**src/rtl/ir_rx_pkg.sv**
```systemverilog
`timescale 1ns/1ps
package ir_rx_pkg;
    typedef enum logic [2:0] {
        ST_IDLE      = 3'd0,
        ST_LEAD_LOW  = 3'd1,
        ST_LEAD_HIGH = 3'd2,
        ST_DATA      = 3'd3,
        ST_DONE      = 3'd4
    } rx_state_e;
endpackage

```
**src/rtl/ir_rx_meter.sv**
```systemverilog
`timescale 1ns/1ps
// Samples the line on fs_tick and keeps low-run, high-run and
// since-last-fall counters; all saturate at their maximum.
module ir_rx_meter #(
    parameter int CNT_W = 9
) (
    input  logic             clk,
    input  logic             rst_n,
    input  logic             fs_tick,
    input  logic             rx_in,
    output logic             line_now,
    output logic             edge_fall,
    output logic             edge_rise,
    output logic [CNT_W-1:0] low_cnt,
    output logic [CNT_W-1:0] high_cnt,
    output logic [CNT_W-1:0] cyc_cnt
);
    localparam logic [CNT_W-1:0] CNT_MAX = {CNT_W{1'b1}};

    logic line_q;

    function automatic logic [CNT_W-1:0] sat_inc(input logic [CNT_W-1:0] v);
        return (v == CNT_MAX) ? v : v + 1'b1;
    endfunction

    assign line_now  = rx_in;
    assign edge_fall = fs_tick &  line_q & ~rx_in;
    assign edge_rise = fs_tick & ~line_q &  rx_in;

    always_ff @(posedge clk or negedge rst_n) begin
        if (!rst_n) begin
            line_q   <= 1'b1;
            low_cnt  <= '0;
            high_cnt <= '0;
            cyc_cnt  <= CNT_MAX;
        end else if (fs_tick) begin
            line_q   <= rx_in;
            low_cnt  <= rx_in ? '0 : sat_inc(low_cnt);
            high_cnt <= rx_in ? sat_inc(high_cnt) : '0;
            cyc_cnt  <= edge_fall ? CNT_W'(1) : sat_inc(cyc_cnt);
        end
    end
endmodule

```
**src/rtl/ir_rx_fsm.sv**
```systemverilog
`timescale 1ns/1ps
module ir_rx_fsm
    import ir_rx_pkg::*;
#(
    parameter int TH_W  = 8,
    parameter int CNT_W = TH_W + 1
) (
    input  logic             clk,
    input  logic             rst_n,
    input  logic             fs_tick,
    input  logic             clear,
    input  logic             cfg_leader_irq_en,
    input  logic             cfg_fall_irq_en,
    input  logic             cfg_leader_opt,
    input  logic             cfg_phase_mode,
    input  logic [TH_W-1:0]  cfg_low_limit,
    input  logic [TH_W-1:0]  cfg_cycle_limit,
    input  logic [TH_W-1:0]  cfg_bit_mid,
    input  logic [TH_W-1:0]  cfg_phase_half,
    input  logic [TH_W-1:0]  cfg_lead_low_min,
    input  logic [TH_W-1:0]  cfg_lead_low_max,
    input  logic [TH_W-1:0]  cfg_lead_high_min,
    input  logic [TH_W-1:0]  cfg_lead_high_max,
    input  logic             line_now,
    input  logic             edge_fall,
    input  logic             edge_rise,
    input  logic [CNT_W-1:0] low_cnt,
    input  logic [CNT_W-1:0] high_cnt,
    input  logic [CNT_W-1:0] cyc_cnt,
    output logic             shift_en,
    output logic             shift_bit,
    output logic             rx_done,
    output logic             leader_irq,
    output logic             fall_irq,
    output logic             done_irq
);
    localparam logic [TH_W-1:0] TH_OFF = {TH_W{1'b1}};

    rx_state_e state, nxt;
    logic      lead_hit, term;
    logic      low_ok, high_ok, low_hit, cyc_hit;

    function automatic logic [CNT_W-1:0] ext(input logic [TH_W-1:0] v);
        return {{(CNT_W-TH_W){1'b0}}, v};
    endfunction

    always_comb begin
        low_ok  = (low_cnt  >= ext(cfg_lead_low_min))  && (low_cnt  <= ext(cfg_lead_low_max));
        high_ok = (high_cnt >= ext(cfg_lead_high_min)) && (high_cnt <= ext(cfg_lead_high_max));
        low_hit = (cfg_low_limit   != TH_OFF) && (low_cnt > ext(cfg_low_limit));
        cyc_hit = (cfg_cycle_limit != TH_OFF) && (cyc_cnt > ext(cfg_cycle_limit));
    end

    // next state and per-sample actions
    always_comb begin
        nxt       = state;
        shift_en  = 1'b0;
        shift_bit = 1'b0;
        lead_hit  = 1'b0;
        term      = 1'b0;
        if (fs_tick) begin
            unique case (state)
                ST_IDLE: begin
                    if (edge_fall) nxt = ST_LEAD_LOW;
                end
                ST_LEAD_LOW: begin
                    if (edge_rise) begin
                        if (low_ok)              nxt = ST_LEAD_HIGH;
                        else if (cfg_leader_opt) nxt = ST_DATA;
                        else                     nxt = ST_IDLE;
                    end
                end
                ST_LEAD_HIGH: begin
                    if (edge_fall) begin
                        if (high_ok) begin
                            nxt      = ST_DATA;
                            lead_hit = 1'b1;
                        end else if (cfg_leader_opt) begin
                            nxt = ST_DATA;
                        end else begin
                            nxt = ST_IDLE;
                        end
                    end
                end
                ST_DATA: begin
                    if (low_hit || cyc_hit) begin
                        nxt  = ST_DONE;
                        term = 1'b1;
                    end else if (!cfg_phase_mode && edge_fall) begin
                        shift_en  = 1'b1;
                        shift_bit = (cyc_cnt > ext(cfg_bit_mid));
                    end else if (cfg_phase_mode && (cyc_cnt == ext(cfg_phase_half))) begin
                        shift_en  = 1'b1;
                        shift_bit = line_now;
                    end
                end
                ST_DONE: nxt = ST_DONE;
                default: nxt = ST_IDLE;
            endcase
        end
        if (clear) begin
            nxt      = ST_IDLE;
            shift_en = 1'b0;
            lead_hit = 1'b0;
            term     = 1'b0;
        end
    end

    // state register
    always_ff @(posedge clk or negedge rst_n) begin
        if (!rst_n) state <= ST_IDLE;
        else        state <= nxt;
    end

    // registered outputs
    always_ff @(posedge clk or negedge rst_n) begin
        if (!rst_n) begin
            rx_done    <= 1'b0;
            leader_irq <= 1'b0;
            fall_irq   <= 1'b0;
            done_irq   <= 1'b0;
        end else begin
            rx_done    <= (nxt == ST_DONE);
            leader_irq <= lead_hit & cfg_leader_irq_en;
            fall_irq   <= edge_fall & cfg_fall_irq_en;
            done_irq   <= term;
        end
    end
endmodule

```
**src/rtl/ir_rx_store.sv**
```systemverilog
`timescale 1ns/1ps
// Bit store: the k-th accepted bit lands at index k; count saturates.
module ir_rx_store #(
    parameter int DATA_W = 72,
    parameter int BCNT_W = $clog2(DATA_W + 1)
) (
    input  logic              clk,
    input  logic              rst_n,
    input  logic              clear,
    input  logic              shift_en,
    input  logic              shift_bit,
    output logic [DATA_W-1:0] rx_data,
    output logic [BCNT_W-1:0] rx_bits
);
    localparam logic [BCNT_W-1:0] FULL = BCNT_W'(DATA_W);

    logic take;
    assign take = shift_en && (rx_bits != FULL);

    always_ff @(posedge clk or negedge rst_n) begin
        if (!rst_n)     rx_bits <= '0;
        else if (clear) rx_bits <= '0;
        else if (take)  rx_bits <= rx_bits + 1'b1;
    end

    for (genvar i = 0; i < DATA_W; i++) begin : g_slot
        always_ff @(posedge clk or negedge rst_n) begin
            if (!rst_n)                                  rx_data[i] <= 1'b0;
            else if (clear)                              rx_data[i] <= 1'b0;
            else if (take && (rx_bits == BCNT_W'(i)))    rx_data[i] <= shift_bit;
        end
    end
endmodule

```
**src/rtl/ir_pulse_rx.sv**
```systemverilog
`timescale 1ns/1ps
module ir_pulse_rx #(
    parameter int TH_W   = 8,
    parameter int DATA_W = 72,
    localparam int CNT_W  = TH_W + 1,
    localparam int BCNT_W = $clog2(DATA_W + 1)
) (
    input  logic              clk,
    input  logic              rst_n,
    input  logic              fs_tick,
    input  logic              rx_in,
    input  logic              clear,
    input  logic              cfg_leader_irq_en,
    input  logic              cfg_fall_irq_en,
    input  logic              cfg_leader_opt,
    input  logic              cfg_phase_mode,
    input  logic [TH_W-1:0]   cfg_low_limit,
    input  logic [TH_W-1:0]   cfg_cycle_limit,
    input  logic [TH_W-1:0]   cfg_bit_mid,
    input  logic [TH_W-1:0]   cfg_phase_half,
    input  logic [TH_W-1:0]   cfg_lead_low_min,
    input  logic [TH_W-1:0]   cfg_lead_low_max,
    input  logic [TH_W-1:0]   cfg_lead_high_min,
    input  logic [TH_W-1:0]   cfg_lead_high_max,
    output logic [DATA_W-1:0] rx_data,
    output logic [BCNT_W-1:0] rx_bits,
    output logic              rx_done,
    output logic              leader_irq,
    output logic              fall_irq,
    output logic              done_irq
);
    logic             line_now, edge_fall, edge_rise;
    logic [CNT_W-1:0] low_cnt, high_cnt, cyc_cnt;
    logic             shift_en, shift_bit;

    ir_rx_meter #(.CNT_W(CNT_W)) u_meter (
        .clk(clk), .rst_n(rst_n), .fs_tick(fs_tick), .rx_in(rx_in),
        .line_now(line_now), .edge_fall(edge_fall), .edge_rise(edge_rise),
        .low_cnt(low_cnt), .high_cnt(high_cnt), .cyc_cnt(cyc_cnt)
    );

    ir_rx_fsm #(.TH_W(TH_W), .CNT_W(CNT_W)) u_fsm (
        .clk(clk), .rst_n(rst_n), .fs_tick(fs_tick), .clear(clear),
        .cfg_leader_irq_en(cfg_leader_irq_en), .cfg_fall_irq_en(cfg_fall_irq_en),
        .cfg_leader_opt(cfg_leader_opt), .cfg_phase_mode(cfg_phase_mode),
        .cfg_low_limit(cfg_low_limit), .cfg_cycle_limit(cfg_cycle_limit),
        .cfg_bit_mid(cfg_bit_mid), .cfg_phase_half(cfg_phase_half),
        .cfg_lead_low_min(cfg_lead_low_min), .cfg_lead_low_max(cfg_lead_low_max),
        .cfg_lead_high_min(cfg_lead_high_min), .cfg_lead_high_max(cfg_lead_high_max),
        .line_now(line_now), .edge_fall(edge_fall), .edge_rise(edge_rise),
        .low_cnt(low_cnt), .high_cnt(high_cnt), .cyc_cnt(cyc_cnt),
        .shift_en(shift_en), .shift_bit(shift_bit), .rx_done(rx_done),
        .leader_irq(leader_irq), .fall_irq(fall_irq), .done_irq(done_irq)
    );

    ir_rx_store #(.DATA_W(DATA_W), .BCNT_W(BCNT_W)) u_store (
        .clk(clk), .rst_n(rst_n), .clear(clear),
        .shift_en(shift_en), .shift_bit(shift_bit),
        .rx_data(rx_data), .rx_bits(rx_bits)
    );
endmodule

```
**config.mk**
```make
export PLATFORM = sky130hd
export DESIGN_NAME = ir_pulse_rx
export DESIGN_NICKNAME = d
export VERILOG_FILES = /design/src/rtl/ir_rx_pkg.sv /design/src/rtl/ir_rx_meter.sv /design/src/rtl/ir_rx_fsm.sv /design/src/rtl/ir_rx_store.sv /design/src/rtl/ir_pulse_rx.sv
export SDC_FILE = /design/constraint.sdc
export NUM_CORES = 1
export LEC_CHECK = 0
export BUFFER_PORTS_ARGS = -buffer_cell sky130_fd_sc_hd__clkbuf_2
export CAP_MARGIN = 20
export CORE_MARGIN = 5
export CORE_UTILIZATION = 55
export CTS_BUF_LIST = sky130_fd_sc_hd__clkbuf_8
export DETAILED_ROUTE_END_ITERATION = 7
export GPL_TIMING_DRIVEN = 0
export PLACE_DENSITY = 0.8
export SYNTH_ARGS = -nofsm -noshare
export SYNTH_HDL_FRONTEND = slang
export SYNTH_HIERARCHICAL = 1
export SYNTH_SLANG_ARGS = --single-unit
```
**constraint.sdc**
```tcl
create_clock -name clk -period 4.7 [get_ports clk]
set_input_delay 0.235 -clock clk [delete_from_list [all_inputs] [get_ports clk]]
set_output_delay 0.235 -clock clk [all_outputs]
set_load 0.02 [all_outputs]
```
==> results.yml <==
global_routing:
  grtUsageMet2: 0.3791
  track_usage: 0.2445
  antenna_found_initial: 0
  grt_max_degree: 115
  met1_usage: 0.3357
  use_met3: 0.05853
  grt-ovfl-total: 0
  first_global_vias: 6554
  grt_pass1_wl_um: 32170
  top_usage_layer: "met2"
layout:
  fin_area_um2: 9124
  fill_cells: 1157
  final_cell_mix: "clkbuf_2, dfrtp_1, nand2b_1"
  layout_commonest_cell: "clkbuf_2"
  nNetsFinal: 1107
  syn2layout_area_growth_pct: 18.26
  n_antenna_cell: 0
  drive_gt1_frac: 0.2446
synthesis:
  synth_seq_cells: 114
  synth_xor_area_frac: 0.01362
  synth_edf_count: 0
  postSynthCellCount: 792
  yosysSeqAreaShare: 0.3714
  syn_avg_cell_area_um2: 9.741
  synth_largest_area_cell: "dfrtp_1"
  muxShareOfSynthArea: 0.09990
  synth_top_area_share: 0.3373
  yosysUniqueCellTypes: 68
  synth.area.top_cells: "dfrtp_1, ha_1, mux2i_1"
  async_reset_ff_frac: 1.000
  synth_area_um2: 7715
  synthAdderAreaFrac: 0.1070
  syn_nets: 931
  synth_compound_area_frac: 0.09828
  synth_warnings: 6
  synth_ff_type: "dfrtp_1"
  synth-simple-area-share: 0.2476
  synth_top_family_by_area: "simple AND/OR/NAND/NOR gates"
critical_path:
  start_kind: "flip-flop"
  cpLargestDelayFamily: "simple AND/OR/NAND/NOR gates"
  max_stage_delay_ps: 600
  arrival_ps: 4310
  r2r_end: "u_store/rx_data[10]$_DFFE_PN0P_"
  endpoint: "u_store/rx_data[10]$_DFFE_PN0P_"
  r2r_setup_slack_ps: 690
  critical_path_depth: 11
  worstPathRequired_ps: 5000
  critPathSlowestCell: "nor3_1"
  crit_start: "u_meter/low_cnt[4]$_DFFE_PN0P_"
  crit_type: "reg -> reg"
  critPathMaxFanout: 10
  endpoint_kind: "flip-flop"
  crit_path_frequent_cell: "nor3_1"
  ff2ff_path_depth: 11
  timing.critical_path.cells: "ha_1 > or4_1 > a221o_1 > a31oi_1 > nor3_1 > a2111o_1 > nor3_1 > nor4b_4 > buf_4 > nand2_1 > mux2i_1"
  critPathBufInv: 1
  r2r_start: "u_meter/low_cnt[4]$_DFFE_PN0P_"
timing:
  clock_skew_ps: 14.27
  timing.final.ws_setup_ps: 693.3
  hold_viol_final: 0
  setup_violations: 0
  min_period_over_period: 0.8525
  finalSetupTns_ps: 0
  timing.slew.headroom: 0.3914
  max_freq_ghz: 0.2496
  slew_violations: 0
  tightest_slew_ps: 912.9
  period_needed_ps: 4007
  hold_slack_ps: 71.18
  rsz0062_at_grt: "false"
floorplan:
  die_w_um: 128.4
  die_h_um: 128.4
  rows: 43
  dieArea_um2: 16500
  placeableCoreArea_um2: 13830
  start_util: 0.5580
  pin_count: 156
clock_network:
  cts_root_buf: "clkbuf_8"
  cts_buffers: 17
  cts_setup_buffers: 0
  cts-resized-gates: 0
  clkSinkCount: 114
  clock_latency_ps: 440
  clk_pin_slew_ps: 80
  htree_num_levels: 4
  cts_hold_buffers: 2
  cts_tree: "yes"
  clock_path_buffers: 2
min_path:
  min_path_type: "in -> reg"
drt:
  vias_per_cell: 5.645
  drt-total-wl_um: 19580
  drt_iter0_drc: 404
  ant_nets: 0
  vias: 6554
  routedWlPerCell_um: 16.86
  drcViolationCount: 0
  dr.pass1.iters: 5
power:
  vdd_drop_max_mv: 0.1400
  p_leak_uw: 0.004899
  power_density_nw_per_um2: 261.1
placed_design:
  place_hpwl_um: 14310
  dp_slack_ps: 690.4
  port_buffers: 155
  gp_congestion: 0.8535
  place_area_um2: 8725
run_status:
  status: "finished, final reports clean"
flow_run:
  cap_violations: 0
==> registers in the layout, indices dropped and copies added (netlist names), 3 cells and up <==
| register | count |
|---|---|
| u_meter/high_cnt | 9 |
| u_meter/low_cnt | 9 |
| u_store/rx_bits | 7 |
| u_meter/cyc_cnt | 9 |
| u_store/rx_data | 72 |
| u_fsm/state | 3 |
==> worst min-delay path by stage <==
stage / from / to / slack, ps / cells after the start
after detailed placement: rst_n / u_store/rx_data[71]$_DFFE_PN0P_ / 430 / 1
after global routing: cfg_leader_irq_en / u_fsm/leader_irq$_DFF_PN0_ / 90 / 3
after CTS: cfg_leader_irq_en / u_fsm/leader_irq$_DFF_PN0_ / 30 / 3
final: cfg_leader_irq_en / u_fsm/leader_irq$_DFF_PN0_ / 70 / 3
after global placement: cfg_fall_irq_en / u_fsm/fall_irq$_DFF_PN0_ / 450 / 2
after floorplan: rst_n / u_fsm/done_irq$_DFF_PN0_ / -60 / 0
==> cell type report <==
cell class                      instances  area [um^2]  share of cell area
Buffer                                 36        227.7             0.02496
Sequential cell                       114         2865              0.3140
Multi-Input combinational cell        575         4370              0.4790
Timing Repair Buffer                  157        804.5             0.08818
Inverter                               67        251.5             0.02756
Tap cell                              180        225.2             0.02468
Clock buffer                           18        247.7             0.02715
Clock inverter                         14        131.4             0.01440
==> synth_stat cells, types with 8 or more instances <==
library cell	instances
clkbuf_1	16
a21oi_1	18
mux2i_1	77
or3_1	8
nor2b_1	11
or4_1	11
dfrtp_1	104
nand2_1	80
nand2_2	10
and3b_1	9
nand2b_1	81
nand4_1	23
inv_1	65
o31ai_1	9
nor2_1	20
o21ai_0	16
dfstp_2	10
ha_1	66
nand3_1	14
==> stage by stage <==
stage | utilization | instances | total power (uW)
2_1_floorplan | - | 792 | 1376
3_5_place_dp | 0.6310 | 1127 | 1523
4_1_cts | 0.6599 | 1161 | 2407
6_report | 0.6599 | 1161 | 2382
3_3_place_gp | 0.6304 | 1127 | 1502
5_1_grt | 0.6599 | 1161 | 2531
==> tightest hold or removal path: cells and delay by family <==
family                 cells  cell delay, ps
buffers and inverters      1             100
AND/OR/NAND/NOR            2             150
==> layer usage <==
layer	wire length, um	up-vias	share of wire
li1	-	3170	-
met1	8865	3142	0.45
met2	9146	208	0.47
met3	1187	34	0.061
met4	378	0	0.019
met5	0	-	0
==> cell families (layout without fill, tap and decap cells) <==
kind of cell | Yosys count | count (layout)
AND/OR/NAND/NOR | 315 | 315
flip-flops | 114 | 114
AO/OA/AOI/OAI | 105 | 105
buffers and inverters | 103 | 292
multiplexers | 77 | 77
adder cells (fa/ha/maj) | 66 | 66
XOR/XNOR | 12 | 12
==> report_power, final <==
group	leakage [uW]	internal, uW	total (uW)	switching (uW)
clock network	0.000182	436	874	438
registers	0.00155	1030	1120	85.7
logic	0.00317	185	391	206
No activity file was read; power rests on OpenSTA's default activity.
